## src/rtl/hilb_pkg.sv

```systemverilog
package hilb_pkg;

   localparam real HILB_PI = 3.141592653589793;

   // Rounded magnitude of 2*scale/(off*pi) for an odd offset
   function automatic int tap_coef(input int off, input int scale);
      real mag;
      mag = (2.0 * scale) / (off * HILB_PI);
      return $rtoi(mag + 0.5);
   endfunction

   // Number of nonzero taps on one side of the centre
   function automatic int nz_taps(input int half);
      return (half + 1) / 2;
   endfunction

   function automatic bit is_pow2(input int v);
      return (v > 0) && ((v & (v - 1)) == 0);
   endfunction

endpackage

```

## src/rtl/hilb_window.sv

```systemverilog
// Sample window: a shift chain that advances only on accepted samples.
// Exposes the mirrored pairs at odd offsets and the centre slot.
module hilb_window #(
   parameter int IN_W = 10,
   parameter int HALF = 7,
   localparam int DEPTH = 2 * HALF + 1,
   localparam int NT    = hilb_pkg::nz_taps(HALF)
) (
   input  logic                 clk,
   input  logic                 rst,
   input  logic                 shift_en,
   input  logic [IN_W-1:0]      din,
   output logic [NT*IN_W-1:0]   older_flat,
   output logic [NT*IN_W-1:0]   newer_flat,
   output logic [IN_W-1:0]      mid
);

   generate
      for (genvar i = 0; i < DEPTH; i++) begin : g_stg
         logic [IN_W-1:0] q;
         if (i == 0) begin : g_head
            always_ff @(posedge clk) begin
               if (rst)           q <= '0;
               else if (shift_en) q <= din;
            end
         end else begin : g_body
            always_ff @(posedge clk) begin
               if (rst)           q <= '0;
               else if (shift_en) q <= g_stg[i-1].q;
            end
         end
      end

      for (genvar k = 0; k < NT; k++) begin : g_pair
         localparam int OFF = 2 * k + 1;
         assign older_flat[k*IN_W +: IN_W] = g_stg[HALF+OFF].q;
         assign newer_flat[k*IN_W +: IN_W] = g_stg[HALF-OFF].q;
      end
   endgenerate

   assign mid = g_stg[HALF].q;

endmodule

```

## src/rtl/hilb_presub.sv

```systemverilog
// Pre-subtraction stage: older minus newer per odd offset, one bit wider.
module hilb_presub #(
   parameter int IN_W = 10,
   parameter int NT   = 4,
   localparam int DW  = IN_W + 1
) (
   input  logic                clk,
   input  logic                rst,
   input  logic                en,
   input  logic [NT*IN_W-1:0]  older_flat,
   input  logic [NT*IN_W-1:0]  newer_flat,
   input  logic [IN_W-1:0]     mid_in,
   output logic [NT*DW-1:0]    diff_flat,
   output logic [IN_W-1:0]     mid_out
);

   generate
      for (genvar k = 0; k < NT; k++) begin : g_sub
         logic [IN_W-1:0] o_s, n_s;
         logic [DW-1:0]   d;
         assign o_s = older_flat[k*IN_W +: IN_W];
         assign n_s = newer_flat[k*IN_W +: IN_W];
         always_ff @(posedge clk) begin
            if (rst)     d <= '0;
            else if (en) d <= {o_s[IN_W-1], o_s} - {n_s[IN_W-1], n_s};
         end
         assign diff_flat[k*DW +: DW] = d;
      end
   endgenerate

   always_ff @(posedge clk) begin
      if (rst)     mid_out <= '0;
      else if (en) mid_out <= mid_in;
   end

endmodule

```

## src/rtl/hilb_mac.sv

```systemverilog
// One constant multiplier per nonzero tap, then sum, scale and limit.
module hilb_mac #(
   parameter int DW       = 11,
   parameter int HALF     = 7,
   parameter int CW       = 10,
   parameter int SCALE    = 512,
   parameter int OUT_W    = 11,
   parameter bit SATURATE = 1'b1,
   localparam int NT    = hilb_pkg::nz_taps(HALF),
   localparam int PW    = DW + CW,
   localparam int SW    = PW + $clog2(NT) + 1,
   localparam int SHIFT = $clog2(SCALE)
) (
   input  logic              clk,
   input  logic              rst,
   input  logic              mul_en,
   input  logic              out_en,
   input  logic [NT*DW-1:0]  diff_flat,
   output logic [OUT_W-1:0]  imag
);

   localparam logic signed [SW-1:0] SAT_HI = SW'(2 ** (OUT_W - 1) - 1);
   localparam logic signed [SW-1:0] SAT_LO = ~SAT_HI;

   logic [NT*PW-1:0]      prod_flat;
   logic signed [SW-1:0]  acc;
   logic signed [SW-1:0]  scaled;
   logic [OUT_W-1:0]      imag_n;

   generate
      for (genvar k = 0; k < NT; k++) begin : g_tap
         localparam int CVAL = hilb_pkg::tap_coef(2 * k + 1, SCALE);
         localparam logic signed [CW-1:0] COEF = CW'(CVAL);
         logic signed [DW-1:0] d_s;
         logic signed [PW-1:0] p;
         assign d_s = signed'(diff_flat[k*DW +: DW]);
         always_ff @(posedge clk) begin
            if (rst)         p <= '0;
            else if (mul_en) p <= PW'(d_s) * PW'(COEF);
         end
         assign prod_flat[k*PW +: PW] = p;
      end
   endgenerate

   always_comb begin
      acc = '0;
      for (int k = 0; k < NT; k++) begin
         acc = acc + SW'(signed'(prod_flat[k*PW +: PW]));
      end
      scaled = acc >>> SHIFT;
   end

   generate
      if (SATURATE) begin : g_sat
         always_comb begin
            if (scaled > SAT_HI)      imag_n = SAT_HI[OUT_W-1:0];
            else if (scaled < SAT_LO) imag_n = SAT_LO[OUT_W-1:0];
            else                      imag_n = scaled[OUT_W-1:0];
         end
      end else begin : g_wrap
         assign imag_n = scaled[OUT_W-1:0];
      end
   endgenerate

   always_ff @(posedge clk) begin
      if (rst)         imag <= '0;
      else if (out_en) imag <= imag_n;
   end

endmodule

```

## src/rtl/hilb_xform.sv

```systemverilog
// Analytic-signal generator: delay-matched real path and Hilbert FIR path.
module hilb_xform #(
   parameter int IN_W     = 10,
   parameter int OUT_W    = 11,
   parameter int HALF     = 7,
   parameter int COEF_W   = 10,
   parameter int SCALE    = 512,
   parameter bit SATURATE = 1'b1
) (
   input  logic              clk,
   input  logic              rst,
   input  logic              in_valid,
   input  logic [IN_W-1:0]   in_sample,
   output logic              out_valid,
   output logic [OUT_W-1:0]  out_real,
   output logic [OUT_W-1:0]  out_imag
);

   localparam int NT = hilb_pkg::nz_taps(HALF);
   localparam int DW = IN_W + 1;

   generate
      if ((HALF < 1) || (HALF % 2 == 0)) begin : g_bad_half
         $error("hilb_xform: HALF must be odd and positive");
      end
      if (!hilb_pkg::is_pow2(SCALE)) begin : g_bad_scale
         $error("hilb_xform: SCALE must be a power of two");
      end
      if (OUT_W <= IN_W) begin : g_bad_out
         $error("hilb_xform: OUT_W must exceed IN_W");
      end
      if (hilb_pkg::tap_coef(1, SCALE) >= 2 ** (COEF_W - 1)) begin : g_bad_coef
         $error("hilb_xform: COEF_W too narrow for the largest tap");
      end
   endgenerate

   logic                v_win, v_sub, v_mul;
   logic [NT*IN_W-1:0]  older_flat, newer_flat;
   logic [IN_W-1:0]     mid_win, mid_sub, mid_mul;
   logic [NT*DW-1:0]    diff_flat;

   always_ff @(posedge clk) begin
      if (rst) begin
         v_win     <= 1'b0;
         v_sub     <= 1'b0;
         v_mul     <= 1'b0;
         out_valid <= 1'b0;
      end else begin
         v_win     <= in_valid;
         v_sub     <= v_win;
         v_mul     <= v_sub;
         out_valid <= v_mul;
      end
   end

   hilb_window #(.IN_W(IN_W), .HALF(HALF)) u_win (
      .clk        (clk),
      .rst        (rst),
      .shift_en   (in_valid),
      .din        (in_sample),
      .older_flat (older_flat),
      .newer_flat (newer_flat),
      .mid        (mid_win)
   );

   hilb_presub #(.IN_W(IN_W), .NT(NT)) u_sub (
      .clk        (clk),
      .rst        (rst),
      .en         (v_win),
      .older_flat (older_flat),
      .newer_flat (newer_flat),
      .mid_in     (mid_win),
      .diff_flat  (diff_flat),
      .mid_out    (mid_sub)
   );

   hilb_mac #(
      .DW(DW), .HALF(HALF), .CW(COEF_W), .SCALE(SCALE),
      .OUT_W(OUT_W), .SATURATE(SATURATE)
   ) u_mac (
      .clk       (clk),
      .rst       (rst),
      .mul_en    (v_sub),
      .out_en    (v_mul),
      .diff_flat (diff_flat),
      .imag      (out_imag)
   );

   // Real path: centre sample carried alongside the multiply and sum stages
   always_ff @(posedge clk) begin
      if (rst) begin
         mid_mul  <= '0;
         out_real <= '0;
      end else begin
         if (v_sub) mid_mul  <= mid_sub;
         if (v_mul) out_real <= {{(OUT_W-IN_W){mid_mul[IN_W-1]}}, mid_mul};
      end
   end

endmodule

```

## config.mk

```make
export PLATFORM = sky130hd
export DESIGN_NAME = hilb_xform
export DESIGN_NICKNAME = d
export VERILOG_FILES = /design/src/rtl/hilb_pkg.sv /design/src/rtl/hilb_window.sv /design/src/rtl/hilb_presub.sv /design/src/rtl/hilb_mac.sv /design/src/rtl/hilb_xform.sv
export SDC_FILE = /design/constraint.sdc
export NUM_CORES = 1
export LEC_CHECK = 0
export ABC_AREA = 1
export BUFFER_PORTS_ARGS = -buffer_cell sky130_fd_sc_hd__buf_2
export CORE_ASPECT_RATIO = 1.2
export CORE_MARGIN = 2
export CORE_UTILIZATION = 55
export DETAILED_ROUTE_END_ITERATION = 10
export PLACE_DENSITY = 0.79
export SETUP_SLACK_MARGIN = 0.1
export SLEW_MARGIN = 20
export SYNTH_ARGS = -nofsm -noshare
export SYNTH_HDL_FRONTEND = slang
export SYNTH_SLANG_ARGS = --single-unit
```

## constraint.sdc

```tcl
create_clock -name clk -period 5.32 [get_ports clk]
set_clock_uncertainty 0.15 [all_clocks]
set_input_delay 0.266 -clock clk [delete_from_list [all_inputs] [get_ports clk]]
set_output_delay 0.266 -clock clk [all_outputs]
set_load 0.005 [all_outputs]
```

=== After elaboration in Yosys (flattened, before gate mapping) ===
Cells that the tools add are included.

* Add/subtract/negate cells: 7
* $mul: 4
* Div/mod/pow operators: 0
* $lt $le $gt $ge: 2
* Equal/unequal tests: 0
* Shift-type cells: 0
* Mux-type cells: 2
* Bitwise operators: 0
* Reduce and logical (&&, ||, !) cells: 0

{| class="wikitable"
|+ Operators by type and width
! kind !! number
|-
| subtractor 10 x 10 -> 11 bit || 4
|-
| multiplier 11 x 8 -> 19 bit, second input constant || 2
|-
| adder 23 x 18 -> 24 bit || 1
|-
| adder 22 x 19 -> 23 bit || 1
|-
| adder 21 x 19 -> 22 bit || 1
|-
| 2-to-1 mux 11 bit || 2
|-
| multiplier 11 x 9 -> 20 bit, second input constant || 1
|-
| multiplier 11 x 7 -> 18 bit, second input constant || 1
|-
| greater-than comparator 15 x 11 -> 1 bit, second input constant || 1
|-
| less-than comparator 15 x 11 -> 1 bit, second input constant || 1
|}

* Register bits after elaboration: 315
* Bits in latches: 0
* Memory bits (writable): 0
* Memory bits (read-only): 0
* Input port bits: 13
* Output and inout bits: 23
* Logic and storage cells: 46
* Memories kept: 0

=== Longest topological paths before layout ===
* Depth after elaboration: 6
* Mapped depth: 20
* Mapped depth without buffers: 20

=== Hierarchy ===
A second synthesis with hierarchy kept.

* Cell total of the unflattened synthesis: 3316
* Area, all modules: 23258.6 um^2

{| class="wikitable"
|+ By module, submodules not included
! module !! instances !! cells each !! area each (um^2) !! seq. area each (um^2)
|-
| hilb_mac || 1 || 1509 || 11484.8 || 1741.7
|-
| hilb_window || 1 || 950 || 6353.6 || 3002.9
|-
| hilb_presub || 1 || 717 || 4460.5 || 1081.0
|-
| hilb_xform || 1 || 140 || 959.7 || 480.5
|}

=== Worst setup path before layout ===
No wires, ideal clock.

* Kind: reg-to-reg
* From: reg u_sub.g_sub[3].d[10]
* To: reg u_mac.g_tap[3].p[17] (netlist name)
* Setup time: 0.117 ns
* Arrival: 3.668 ns
* Required time: 5.053 ns
* Setup slack: 1.385 ns
* Stages on the path, launching flop included: 19
* Buffers on the path: 0
* Clock period less this slack: 3.935 ns
* Path through: dfxtp_1 -> fa_1 -> ha_1 -> inv_1 -> fa_1 -> inv_1 -> fa_1 -> ha_1 -> nand2_1 -> nor2_1 -> nand3_1 -> nand4_1 -> nand3_1 -> nand2_1 -> nand2_1 -> nand3_1 -> nand2_1 -> nor2_1 -> nor2_1

* Word-level cells in the longest chain between the ends: 1

{| class="wikitable"
|+ Ends and longest elaborated chain
! what !! RTL line !! source
|-
| start: declaration || hilb_presub.sv:20 || <nowiki>logic [DW-1:0] d;</nowiki>
|-
| start signal: assignment || hilb_presub.sv:25 || <nowiki>else if (en) d <= {o_s[IN_W-1], o_s} - {n_s[IN_W-1], n_s};</nowiki>
|-
| multiplier 11 x 7 -> 18 bit || hilb_mac.sv:39 || <nowiki>else if (mul_en) p <= PW'(d_s) * PW'(COEF);</nowiki>
|}

No other way between the ends.
A chain may end at the register's enable or synchronous reset.

=== Worst setup path after layout ===
* From: reg u_sub.g_sub[3].d[10]
* To: reg u_mac.g_tap[3].p[17] (netlist name)

* Word-level cells in the longest chain between the ends: 1

{| class="wikitable"
|+ Ends and longest elaborated chain
! what !! RTL line
|-
| multiplier 11 x 7 -> 18 bit || hilb_mac.sv:39
|}

No other way between the ends.

==> impl_metrics.ini <==
[clocking]
cts_buffers = 34
h-tree-depth = 2
clock-sinks = 315
cts_buffer_depth = 3
clk_pin_slew_ps = 60
cts_root_buf = clkbuf_16
clk_latency_ps = 550
cts_tree = built

[critical_path]
cp.arrival_ps = 4550
required_ps = 5590
crit_fanout = 13
critical_path_depth = 18
crit_family = adder cells
path_cells = fa_1, ha_1, inv_1, fa_1, inv_1, fa_1, ha_1, nand2_1, nor2_1, nand3_1, nand4_1, nand3_1, nand2_1, nand2_1, nand3_1, nand2_1, nor2_1, nor2_1
rr_worst_depth = 18
cp-end-kind = flip-flop
critPathLaunchType = flip-flop
critPathBufInv = 2
worstSetupPathType = flip-flop to flip-flop
crit_top_cell = nand2_1
cpMaxStageDelayCell = dfxtp_1
slowest_delay_ps = 730

[timing]
finalSetupViolCount = 0
setup_tns_ps = 0
final_hold_viol_count = 0
slew_violations = 0
rsz0062_at_grt = no
fin_crit_ps = 4278
tightest_slew_ps = 978.5
fmax_ghz = 0.2337
period_share_pct = 80.42
relSlewSlack_pct = 34.77

[drt]
num_vias = 16400
vias_per_cell = 5.287
wire_per_inst_um = 15.18
drc = 0
drtPass1Iterations = 6
first_iter_violations = 877
routed_wl_mm = 47.09
postRouteAntennaNets = 0

[layout]
fill_cells = 3181
layout.nets = 2955
final_core_util_pct = 60.10
drive_gt1_share_pct = 5.327
areaGrowthSynthToFinish_pct = 8.351
antenna_cells = 0
design_area_mm2 = 0.02206

[die]
die-width_um = 179.6
row_count = 77
start_util_pct = 55.47
fp.coreArea_mm2 = 0.03671
die_area_mm2 = 0.03858
die_h_um = 214.8
io_pins = 36

[worst_hold_path]
whs_path_depth = 3
hold_class = input port to flip-flop

[pwr]
power_mw = 7.090
p_leak_nw = 11.29
vdd_drop_max_mv = 0.2963
cellPowerDensity_mw_per_mm2 = 321.4

[global_routing]
grt_max_degree = 154
grt_pass1_vias = 16590
grt_usage_pct = 24.40
antenna_found_initial = 0
grt.overflow.total = 0
grt_pass1_wl_mm = 78.79

[placed_design]
dpl-instance-area_mm2 = 0.02083
post-dp-hpwl_mm = 35.20
portBuffers = 35
routabilityCongestion = 0.9532

[run]
cap_violations = 0

[logic_synthesis]
syn_area_mm2 = 0.02036
post-synth-top-count-cell = inv_1
yosysWarnings = 0
async_flop_share_pct = 0
synth_cells = 2613
synth_common_cells = inv_1 (451), o21ai_0 (333), dfxtp_1 (315), nor2_1 (312), a21oi_1 (270)
syn_nets = 2965
yosysSeqAreaShare_pct = 30.97
ys_types = 40
synth_edf_count = 0
yosysTopAreaCell = dfxtp_1
synth_area_per_cell_um2 = 7.792
synth-seq-cells = 315
synth_flop_cell = dfxtp_1
synth.top_cell.area_share_pct = 30.97
synthTopCellsByArea = dfxtp_1 (31%), ha_1 (14%), fa_1 (11%)

[outcome]
outcome = finished, final reports clean
cell type report:
type | count | area [um2] | area share (%)
Timing Repair Buffer | 54 | 345.3 | 1.565
Tap cell | 474 | 593.1 | 2.688
Clock buffer | 45 | 942.2 | 4.271
Inverter | 458 | 1728 | 7.832
Sequential cell | 315 | 6307 | 28.59
Multi-Input combinational cell | 1740 | 11960 | 54.20
Clock inverter | 16 | 188.9 | 0.8564
registers in the layout, indices dropped and copies added (netlist names):
register       cells
out_valid          1
out_real          10
v_sub              1
u_sub.g_sub.d     44
u_mac.imag        11
v_mul              1
u_sub.mid_out     10
u_mac.g_tap.p     76
v_win              1
u_win.g_stg.q    140
u_win.mid         10
mid_mul           10
power breakdown:
group          switching (mW)  leakage (nW)  internal [mW]
Clock                    1.03         0.546           1.33
Combinational            1.32          8.15          0.789
Sequential              0.113          2.59           2.51
Total                    2.46          11.3           4.63
cell families after synthesis:
logic type,count (synthesis),synth area share [%]
and+or+nand+nor,662,13.35
AOI/OAI and AO/OA,655,16.76
buffers and inverters,558,10.31
adders and majority gates,339,25.00
DFF,315,30.97
xor gates and xnor gates,84,3.613
path summary, 6_finish.rpt:
kind              slack (ps)            startpoint                    to
hold reg to reg          330      u_sub.mid_out[4]            mid_mul[4]
hold / removal           130          in_sample[1]   u_win.g_stg[0].q[1]
setup / recovery        1040  u_sub.g_sub[3].d[10]  u_mac.g_tap[3].p[17]
setup reg to reg        1040  u_sub.g_sub[3].d[10]  u_mac.g_tap[3].p[17]
cells in the final DEF (no fill, tap or decap), drive strengths merged:
| cell type | n |
|---|---|
| a211oi | 3 |
| a21boi | 3 |
| a21o | 8 |
| a21oi | 270 |
| a31oi | 6 |
| and2 | 1 |
| buf | 44 |
| bufinv | 1 |
| clkbuf | 45 |
| clkinv | 11 |
| clkinvlp | 3 |
| dfxtp | 315 |
| dlygate4sd3 | 10 |
| fa | 113 |
| ha | 226 |
| inv | 459 |
| nand2 | 257 |
| nand3 | 52 |
| nand3b | 3 |
| nand4 | 17 |
| nor2 | 321 |
| nor3 | 4 |
| nor4 | 1 |
| o2111ai | 2 |
| o211ai | 11 |
| o21a | 6 |
| o21ai | 334 |
| o21bai | 9 |
| o31ai | 3 |
| or2 | 6 |
| xnor2 | 32 |
| xor2 | 52 |
per-stage QoR:
stage                     std cells  worst slack, ps  hold WS, ps
final                          3102             1042        134.3
after detailed placement       3031             1025        314.3
after CTS                      3102             1006        140.8
after global placement         3031             1145        300.8
after floorplan                2613             1385        250.9
after global routing           3102            738.4        126.4
routing by layer:
layer	up-vias	GRT usage (%)	wire length (um)
li1	8351	-	-
met1	7666	29.36	20280
met2	291	44.94	23800
met3	91	2.576	1387
met4	0	8.645	1626
met5	-	0	0
worst register-to-register path, delay by kind of cell, from the launching register on:
kind / cells / cell delay, ps
adders and majority gates: 5 / 2170
buffers and inverters: 2 / 110
DFF: 1 / 730
and+or+nand+nor: 11 / 1000
what timing repair did:
item / CTS / global route
hold buffers: 10 / 0
buffers inserted: 0 / 0
gates resized for setup: 0 / 0
hold endpoints to repair: 15 / 0
Power figures use the tool's default switching activity.
